$ cat src/rtl/ptd_pkg.sv
package ptd_pkg;

  typedef enum logic {
    MODE_SIGNAL = 1'b0,
    MODE_TIME   = 1'b1
  } ptd_mode_e;

  localparam int PTD_CNT_W = 15;
  localparam int PTD_DEPTH = 4;
  localparam int PTD_WIN_W = 16;

endpackage

$ cat src/rtl/ptd_counter.sv
module ptd_counter
  import ptd_pkg::*;
#(
  parameter int CNT_W = PTD_CNT_W,
  parameter int WIN_W = PTD_WIN_W
) (
  input  logic             clk,
  input  logic             rst_n,
  input  ptd_mode_e        mode,
  input  logic             start,
  input  logic [WIN_W-1:0] win_len,
  input  logic             evt_in,
  input  logic             ref_tick,
  input  logic             hit,
  output logic             cap_valid,
  output logic [CNT_W:0]   cap_word
);

  localparam logic [CNT_W-1:0] CNT_MAX = '1;

  // one step of the saturating accumulator: {overrange, count}
  function automatic logic [CNT_W:0] bump(input logic [CNT_W:0] w);
    if (w[CNT_W-1:0] == CNT_MAX) return {1'b1, CNT_MAX};
    return {w[CNT_W], w[CNT_W-1:0] + 1'b1};
  endfunction

  logic             tick_sel;
  logic             count_en;
  logic             running;
  logic             win_done;
  logic [WIN_W-1:0] rem;
  logic [CNT_W:0]   acc;

  // source multiplexer: exactly one pulse stream reaches the counter
  assign tick_sel = (mode == MODE_TIME) ? ref_tick : evt_in;
  assign count_en = running & tick_sel;

  always_ff @(posedge clk or negedge rst_n) begin
    if (!rst_n) begin
      acc      <= '0;
      running  <= 1'b0;
      rem      <= '0;
      win_done <= 1'b0;
    end else begin
      win_done <= 1'b0;
      if (start) begin
        acc <= '0;
        if (mode == MODE_TIME) begin
          running <= 1'b1;
          rem     <= '0;
        end else begin
          running  <= (win_len != '0);
          rem      <= win_len;
          win_done <= (win_len == '0);
        end
      end else begin
        if (count_en) acc <= bump(acc);
        if (running && mode == MODE_SIGNAL) begin
          rem <= rem - WIN_W'(1);
          if (rem == WIN_W'(1)) begin
            running  <= 1'b0;
            win_done <= 1'b1;
          end
        end
      end
    end
  end

  assign cap_valid = (mode == MODE_TIME) ? (hit & running) : win_done;
  assign cap_word  = acc;

  p_start_clear_r5: assert property (@(posedge clk) disable iff (!rst_n)
    start |=> (acc == '0));

  p_sat_hold_r6: assert property (@(posedge clk) disable iff (!rst_n)
    (acc[CNT_W-1:0] == CNT_MAX && !start) |=> (acc[CNT_W-1:0] == CNT_MAX));

  p_idle_stable_r2: assert property (@(posedge clk) disable iff (!rst_n)
    (!start && !count_en) |=> $stable(acc));

  p_ovr_at_full_r6: assert property (@(posedge clk) disable iff (!rst_n)
    $rose(acc[CNT_W]) |-> ($past(acc[CNT_W-1:0]) == CNT_MAX));

endmodule

$ cat src/rtl/ptd_buffer.sv
module ptd_buffer #(
  parameter int W     = 16,
  parameter int DEPTH = 4
) (
  input  logic         clk,
  input  logic         rst_n,
  input  logic         push,
  input  logic [W-1:0] push_word,
  input  logic         pop,
  output logic [W-1:0] head,
  output logic         nonempty,
  output logic         overflow
);

  localparam int FW = $clog2(DEPTH + 1);

  logic [W-1:0]  mem [DEPTH];
  logic [FW-1:0] fill;
  logic [FW-1:0] wr_idx;
  logic          full;
  logic          accept;
  logic          drop;

  assign full     = (fill == FW'(DEPTH));
  assign accept   = push & (~full | pop);
  assign drop     = push & full & ~pop;
  assign wr_idx   = fill - FW'(pop);
  assign head     = mem[0];
  assign nonempty = (fill != '0);

  // each entry either takes the new word or moves one place toward the head
  for (genvar gi = 0; gi < DEPTH; gi++) begin : g_entry
    if (gi < DEPTH - 1) begin : g_mid
      always_ff @(posedge clk) begin
        if (accept && wr_idx == FW'(gi)) mem[gi] <= push_word;
        else if (pop)                   mem[gi] <= mem[gi+1];
      end
    end else begin : g_last
      always_ff @(posedge clk) begin
        if (accept && wr_idx == FW'(gi)) mem[gi] <= push_word;
      end
    end
  end

  always_ff @(posedge clk or negedge rst_n) begin
    if (!rst_n) begin
      fill     <= '0;
      overflow <= 1'b0;
    end else begin
      fill     <= fill + FW'(accept) - FW'(pop);
      overflow <= overflow | drop;
    end
  end

  p_fill_bound_r7: assert property (@(posedge clk) disable iff (!rst_n)
    fill <= FW'(DEPTH));

  p_pop_nonempty_r7: assert property (@(posedge clk) disable iff (!rst_n)
    pop |-> nonempty);

  p_ovf_sticky_r8: assert property (@(posedge clk) disable iff (!rst_n)
    overflow |=> overflow);

endmodule

$ cat src/rtl/ptd_serializer.sv
module ptd_serializer #(
  parameter int W = 16
) (
  input  logic         clk,
  input  logic         rst_n,
  input  logic         nonempty,
  input  logic [W-1:0] head,
  output logic         pop,
  output logic         ser_data,
  output logic         ser_valid,
  output logic         ser_frame
);

  localparam int BW = $clog2(W + 1);

  logic [W-1:0]  sh;
  logic [BW-1:0] left;
  logic          busy;
  logic          last;

  assign last = busy && (left == BW'(1));
  assign pop  = nonempty && (!busy || last);

  always_ff @(posedge clk or negedge rst_n) begin
    if (!rst_n) begin
      sh   <= '0;
      left <= '0;
      busy <= 1'b0;
    end else if (pop) begin
      sh   <= head;
      left <= BW'(W);
      busy <= 1'b1;
    end else if (busy) begin
      sh   <= sh << 1;
      left <= left - BW'(1);
      if (last) busy <= 1'b0;
    end
  end

  assign ser_valid = busy;
  assign ser_data  = busy & sh[W-1];
  assign ser_frame = busy && (left == BW'(W));

  p_frame_valid_r9: assert property (@(posedge clk) disable iff (!rst_n)
    ser_frame |-> ser_valid);

  p_frame_gap_r9: assert property (@(posedge clk) disable iff (!rst_n)
    ser_frame |=> !ser_frame);

  p_rise_is_frame_r9: assert property (@(posedge clk) disable iff (!rst_n)
    $rose(ser_valid) |-> ser_frame);

endmodule

$ cat src/rtl/pulse_time_digitizer.sv
module pulse_time_digitizer
  import ptd_pkg::*;
#(
  parameter int CNT_W = PTD_CNT_W,
  parameter int DEPTH = PTD_DEPTH,
  parameter int WIN_W = PTD_WIN_W
) (
  input  logic             clk,
  input  logic             rst_n,
  input  logic             mode_time,
  input  logic             start,
  input  logic [WIN_W-1:0] win_len,
  input  logic             evt_in,
  input  logic             ref_tick,
  input  logic             hit,
  output logic             ser_data,
  output logic             ser_valid,
  output logic             ser_frame,
  output logic             overflow
);

  localparam int WORD_W = CNT_W + 1;

  logic              cap_valid;
  logic [WORD_W-1:0] cap_word;
  logic [WORD_W-1:0] head;
  logic              nonempty;
  logic              pop;

  ptd_counter #(.CNT_W(CNT_W), .WIN_W(WIN_W)) u_count (
    .clk      (clk),
    .rst_n    (rst_n),
    .mode     (ptd_mode_e'(mode_time)),
    .start    (start),
    .win_len  (win_len),
    .evt_in   (evt_in),
    .ref_tick (ref_tick),
    .hit      (hit),
    .cap_valid(cap_valid),
    .cap_word (cap_word)
  );

  ptd_buffer #(.W(WORD_W), .DEPTH(DEPTH)) u_buf (
    .clk      (clk),
    .rst_n    (rst_n),
    .push     (cap_valid),
    .push_word(cap_word),
    .pop      (pop),
    .head     (head),
    .nonempty (nonempty),
    .overflow (overflow)
  );

  ptd_serializer #(.W(WORD_W)) u_ser (
    .clk      (clk),
    .rst_n    (rst_n),
    .nonempty (nonempty),
    .head     (head),
    .pop      (pop),
    .ser_data (ser_data),
    .ser_valid(ser_valid),
    .ser_frame(ser_frame)
  );

endmodule

$ cat config.mk
export PLATFORM = sky130hd
export DESIGN_NAME = pulse_time_digitizer
export DESIGN_NICKNAME = d
export VERILOG_FILES = /design/src/rtl/ptd_pkg.sv /design/src/rtl/ptd_counter.sv /design/src/rtl/ptd_buffer.sv /design/src/rtl/ptd_serializer.sv /design/src/rtl/pulse_time_digitizer.sv
export SDC_FILE = /design/constraint.sdc
export NUM_CORES = 1
export LEC_CHECK = 0
export BUFFER_PORTS_ARGS = -buffer_cell sky130_fd_sc_hd__buf_4
export CORE_ASPECT_RATIO = 1.2
export CORE_MARGIN = 4
export CORE_UTILIZATION = 45
export DETAILED_ROUTE_END_ITERATION = 8
export SYNTH_ARGS = -nofsm -noshare
export SYNTH_HDL_FRONTEND = slang
export SYNTH_HIERARCHICAL = 1
export SYNTH_SLANG_ARGS = --single-unit
$ cat constraint.sdc
create_clock -name clk -period 10.2 [get_ports clk]
set_clock_uncertainty 0.15 [all_clocks]
set_input_delay 1.02 -clock clk [delete_from_list [all_inputs] [get_ports clk]]
set_output_delay 1.02 -clock clk [all_outputs]
set_load 0.01 [all_outputs]
# After elaboration in Yosys (flattened, before gate mapping)
# Memories as Yosys holds them, arrays and structs flattened.
# Cells that the tools add are included.
[op_classes]
div = 0
n_bitwise = 14
addsub = 6
mul = 0
reduce_logical = 21
n_eq_ne = 8
mux = 45
magnitude_cmp = 0
n_shift = 0
[ops]
columns = ["operator", "n"]
rows = [
  ["$mux W16", 12],
  ["$mux W1", 31],
  ["$eq A16 B1 Y1 const B", 1],
  ["$logic_not A16 Y1", 1],
  ["$reduce_bool A16 Y1", 1],
  ["$sub A16 B1 Y16 const B", 1],
  ["$add A15 B1 Y15 const B", 1],
  ["$eq A15 B15 Y1 const B", 1],
  ["$mux W5", 2],
  ["$reduce_bool A2 Y1", 5],
  ["$logic_and A1 B1 Y1", 8],
  ["$and A1 B1 Y1", 6],
  ["$eq A3 B2 Y1 const B", 2],
  ["$sub A3 B1 Y3", 2],
  ["$eq A5 B1 Y1 const B", 1],
  ["$eq A5 B5 Y1 const B", 1],
  ["$or A1 B1 Y1", 5],
  ["$sub A5 B1 Y5 const B", 1],
  ["$reduce_and A2 Y1", 2],
  ["$add A3 B1 Y3", 1],
  ["$eq A3 B1 Y1 const B", 1],
  ["$eq A3 B3 Y1 const B", 1],
  ["$logic_not A3 Y1", 1],
  ["$not A1 Y1", 3],
  ["3 further kinds", 3],
]
[totals]
rom_bits = 0
mem_bits_rw = 64
register_bits = 60
word_cells = 105
mem_count = 1
latchBits = 0
[memory_table]
columns = ["memory", "depth", "width", "read_ports", "rd_clocked_by_memory_dff", "write_ports", "line", "text"]
rows = [
  ["u_buf.mem", 4, 16, 4, 0, 4, "ptd_buffer.sv:17", "logic [W-1:0] mem [DEPTH];"],
]

# Longest topological paths before layout
[logic_depth]
depth_word = 10
ltp_mapped = 14
ltp_nobuf = 13

# Modules after synthesis
# Netlist, hierarchy kept.
[by_module_without_submodules]
columns = ["module", "cells_each", "n_inst", "seq_area_each_um2", "area_per_inst_um2"]
rows = [
  ["ptd_buffer", 149, 1, 2021.9, 2851.5],
  ["ptd_counter", 213, 1, 850.8, 2042.0],
  ["ptd_serializer", 112, 1, 550.5, 1226.2],
]

# Worst setup path after synthesis
# No wires, ideal clock.
[synth_path]
path_type = "register to register"
startpoint = "register u_buf.fill[1]"
endpoint = "memory u_buf.mem[2][0], enable pin"
arrival_ns = 3.979
t_required_ns = 9.615
period_less_slack_ns = 4.564
path_stages_with_launch = 9
slack_ns = 5.636
setup_time_ns = 0.435
path_buffers = 1
path_cell_list = "dfrtp_1 > or3_2 > clkinv_1 > clkbuf_1 > a21oi_1 > ha_1 > ha_1 > xor2_1 > o41ai_1"
[synth_lines]
columns = ["item", "line", "text"]
rows = [
  ["start, declared", "ptd_buffer.sv:18", "logic [FW-1:0] fill;"],
  ["start signal, assigned", "ptd_buffer.sv:50", "fill <= fill + FW'(accept) - FW'(pop);"],
  ["end, declared", "ptd_buffer.sv:17", ""],
]

==> out/metrics.yaml <==
rows: 46
place_inst: 652
cp_num_buf_inv: 1
antenna_found_initial: 0
root_buffer: "clkbuf_16"
hold_violations: 0
drc: 0
die_w_um: 114
combPwrFrac_pct: 20.5
cellLeakagePower_uw: 0.00274
grt_overflow: 0
yosys.cell_types.count: 59
fin_nets: 537
nFillCells: 1099
p_sw_uw: 456
n_antenna_cell: 0
synthesis.area_um2: 6120
hp-class: "register to register"
post_cts_resized: 0
cp_cell_sequence: "or3_2, clkinv_1, a21oi_1, ha_1, ha_1, xor2_1, o41ai_4, mux2_2"
synthArstFlopShare_pct: 48.4
peakVddDrop_mv: 0.129
synth-seq-cells: 124
yosys_warnings: 6
syn_nets: 508
initial_core_util_pct: 46.0
die_y_um: 136
p_seq_share_pct: 43.3
clk_pin_slew_worst_paths_ns: 0.06
clock.fmax_mhz: 200
path_delay_family: "compound AO/OA/AOI/OAI gates"
cts_setup_buffers: 0
clock-sinks: 124
numCtsBuffers: 17
ys.flop_type: "edfxtp_1"
firstDrtPassIters: 5
cpMostUsedCell: "ha_1"
relSlewSlack_pct: 28.1
rsz0062_at_grt: "no"
clkLatencyLatePin_ns: 0.41
vias: 3805
cts_tree: "built"
p_per_area_nw_per_um2: 231
hold_buffers: 0
crit_slowest_cell: "a21oi_1"
area_growth_pct: 15.1
finalSetupTns_ns: 0
cp-start-kind: "register"
p_int_uw: 1170
setup_viol: 0
cp.required_ns: 10.21
wl_per_cell_um: 16.3
arrival_ns: 5.02
drv_cap: 0
gp_congestion: 0.756
switching_share_pct: 28.0
pwr-share-clk_pct: 36.2
drt_iter0_drc: 398
outcome: "completed"
grt_pass1_vias: 4024
syn_area_per_cell_um2: 12.9
grt_max_degree: 61
slew_viol_final: 0
hpwl_um: 7520
ios: 27
cp_max_fo: 21
h-tree-depth: 4
via_per_inst: 5.56
layoutNonFillerInstCount: 684
die_area_um2: 15500
synth-edff-count: 64
ant_nets: 0
grt_pass1_wl_um: 19300
end_kind: "register"
io_buffer_count: 26
clk_path_buf_depth: 2
critical_path_class: "register to register"
syn_inst: 474
globalRouteTotalUtil_pct: 15.8
min_period_over_period_pct: 49.1
wirelength_um: 11200
slowest_delay_ns: 1.04
core_area_um2: 13300
tightest_slew_ns: 1.08
drive_gt1_share_pct: 28.7
synth-seq-area-share_pct: 55.9
reg2reg_slack_ns: 5.19
min_period_ns: 5.01
-- path summary, 6_finish.rpt --
kind | start | to | depth (start not counted)
min in group asynchronous | rst_n | u_ser/left[1]$_DFFE_PN0P_ | 1
worst min-delay path | u_buf/overflow$_DFF_PN0_ | u_buf/overflow$_DFF_PN0_ | 1
worst min register to register | u_buf/overflow$_DFF_PN0_ | u_buf/overflow$_DFF_PN0_ | 1
worst max-delay path | u_buf/fill[1]$_DFF_PN0_ | u_buf/mem[2][8]$_DFFE_PP_ | 8
worst max register to register | u_buf/fill[1]$_DFF_PN0_ | u_buf/mem[2][8]$_DFFE_PP_ | 8
max in group asynchronous | rst_n | u_count/cap_word[9]$_DFFE_PN0P_ | 1
-- flip-flops by register name, summed over array words and instances, names as in the netlist --
| signal | flops |
|---|---|
| u_count/running | 1 |
| u_count/rem | 16 |
| u_buf/fill | 3 |
| u_count/win_done | 1 |
| u_ser/sh | 16 |
| u_ser/ser_valid | 1 |
| u_count/cap_word | 16 |
| u_ser/left | 5 |
| u_buf/mem | 64 |
| u_buf/overflow | 1 |
-- metal layers --
metal  global-route usage [%]  up-vias  part of all wire [%]
met1                     18.0     1898                    43
met4                     6.86        0                   1.5
met5                        0        -                     0
met3                     4.51       13                   2.7
li1                         -     1834                     -
met2                     27.4       60                    53
-- worst reg2reg max path: stages, from the launching register on --
cell,delay [ns]
dfrtp_1,0.50
or3_2,0.40
clkinv_1,0.59
a21oi_1,1.04
ha_1,0.29
ha_1,0.15
xor2_1,0.24
o41ai_4,0.97
mux2_2,0.43
-- cell families (layout without fill, tap and decap cells) --
logic type                 Yosys count  in the layout  share of synthesized area, %
xor gates and xnor gates            27             27                          3.86
DFF                                124            124                          55.9
muxes                               55             55                          10.0
and+or+nand+nor                    140            140                          14.2
buffers and inverters               37             79                          3.35
adders and majority gates           11             11                          2.37
AOI/OAI and AO/OA                   80             80                          10.3
-- synth_stat cells (2+ instances only) --
master,n,area [µm²]
edfxtp_1,64,1920
dfrtp_1,60,1500
mux2_2,49,552
nand2_1,32,120
o21ai_0,20,100
nor2_1,19,71.3
and2_1,16,100
a211o_1,15,131
o221a_2,15,169
nand3_1,14,70.1
xor2_1,14,123
inv_1,13,48.8
xnor2_1,13,114
clkbuf_1,12,45.0
o21ai_1,11,55.1
ha_1,10,125
nor4_1,8,50.1
mux2i_1,6,60.1
nand4_1,6,37.5
nor2b_1,6,37.5
nor3_1,6,30.0
nand2b_1,4,25.0
nand3b_1,4,30.0
nor4_2,4,50.1
buf_4,3,22.5
buf_6,3,33.8
clkbuf_8,3,41.3
nand4b_1,3,26.3
nor4b_2,3,45.0
a21oi_1,2,10.0
a22oi_1,2,15.0
buf_2,2,10.0
nor4_4,2,42.5
nor4b_1,2,17.5
o31ai_1,2,15.0
o31ai_2,2,25.0
o41ai_1,2,17.5
-- layout make-up --
class	instances	area [µm²]	share of cell area, %
Clock inverter	13	150	2.13
Timing Repair Buffer	33	248	3.52
Multi-Input combinational cell	313	2530	35.9
Clock buffer	19	433	6.15
Sequential cell	124	3420	48.6
Inverter	14	52.6	0.746
Tap cell	168	210	2.98
-- cells in the final DEF (no fill, tap or decap), types with 2 or more instances in the layout --
| master | netlist | final |
|---|---|---|
| nor3_1 | 6 | 6 |
| o21ai_1 | 11 | 11 |
| clkinv_2 | 0 | 3 |
| clkbuf_1 | 12 | 2 |
| edfxtp_1 | 64 | 64 |
| nor4b_2 | 3 | 3 |
| ha_1 | 10 | 10 |
| nor4_1 | 8 | 7 |
| a211o_1 | 15 | 15 |
| xnor2_1 | 13 | 13 |
| nand3b_1 | 4 | 4 |
| mux2_2 | 49 | 49 |
| a22oi_1 | 2 | 2 |
| nand2b_1 | 4 | 4 |
| nor2b_1 | 6 | 6 |
| buf_4 | 3 | 33 |
| dfrtp_1 | 60 | 60 |
| nand2_1 | 32 | 32 |
| xor2_1 | 14 | 14 |
| and2_1 | 16 | 16 |
| nor2_1 | 19 | 19 |
| nand4_1 | 6 | 6 |
| mux2i_1 | 6 | 6 |
| bufinv_16 | 0 | 3 |
| o31ai_2 | 2 | 4 |
| inv_1 | 13 | 13 |
| clkinv_1 | 1 | 3 |
| o221a_2 | 15 | 15 |
| a21oi_1 | 2 | 2 |
| clkbuf_16 | 0 | 17 |
| nand3_1 | 14 | 14 |
| nor4_4 | 2 | 2 |
| clkinvlp_4 | 0 | 5 |
| nand4b_1 | 3 | 3 |
| o21ai_0 | 20 | 20 |
| nor4_2 | 4 | 5 |
| nor4b_1 | 2 | 2 |
-- per-stage QoR --
stage          setup slack [ns]  power [µW]  hold WS [ns]  area, µm²  utilization [%]
2_1_floorplan              5.64         951         0.322       6120                -
3_3_place_gp               5.42        1030         0.291       6460             48.6
3_5_place_dp               5.18        1050         0.301       6460             48.6
4_1_cts                    5.17        1640         0.317       7040             53.0
5_1_grt                    4.76        1710         0.350       7040             53.0
6_report                   5.19        1630         0.310       7040             53.0
-- power groups by stage --
stage          logic [µW]  registers [µW]  clock network, µW
2_1_floorplan         256             695                  0
3_3_place_gp          322             708                  0
3_5_place_dp          336             712                  0
4_1_cts               338             704                603
5_1_grt               371             714                628
6_report              333             704                589
(Power assumes the default switching activity.)
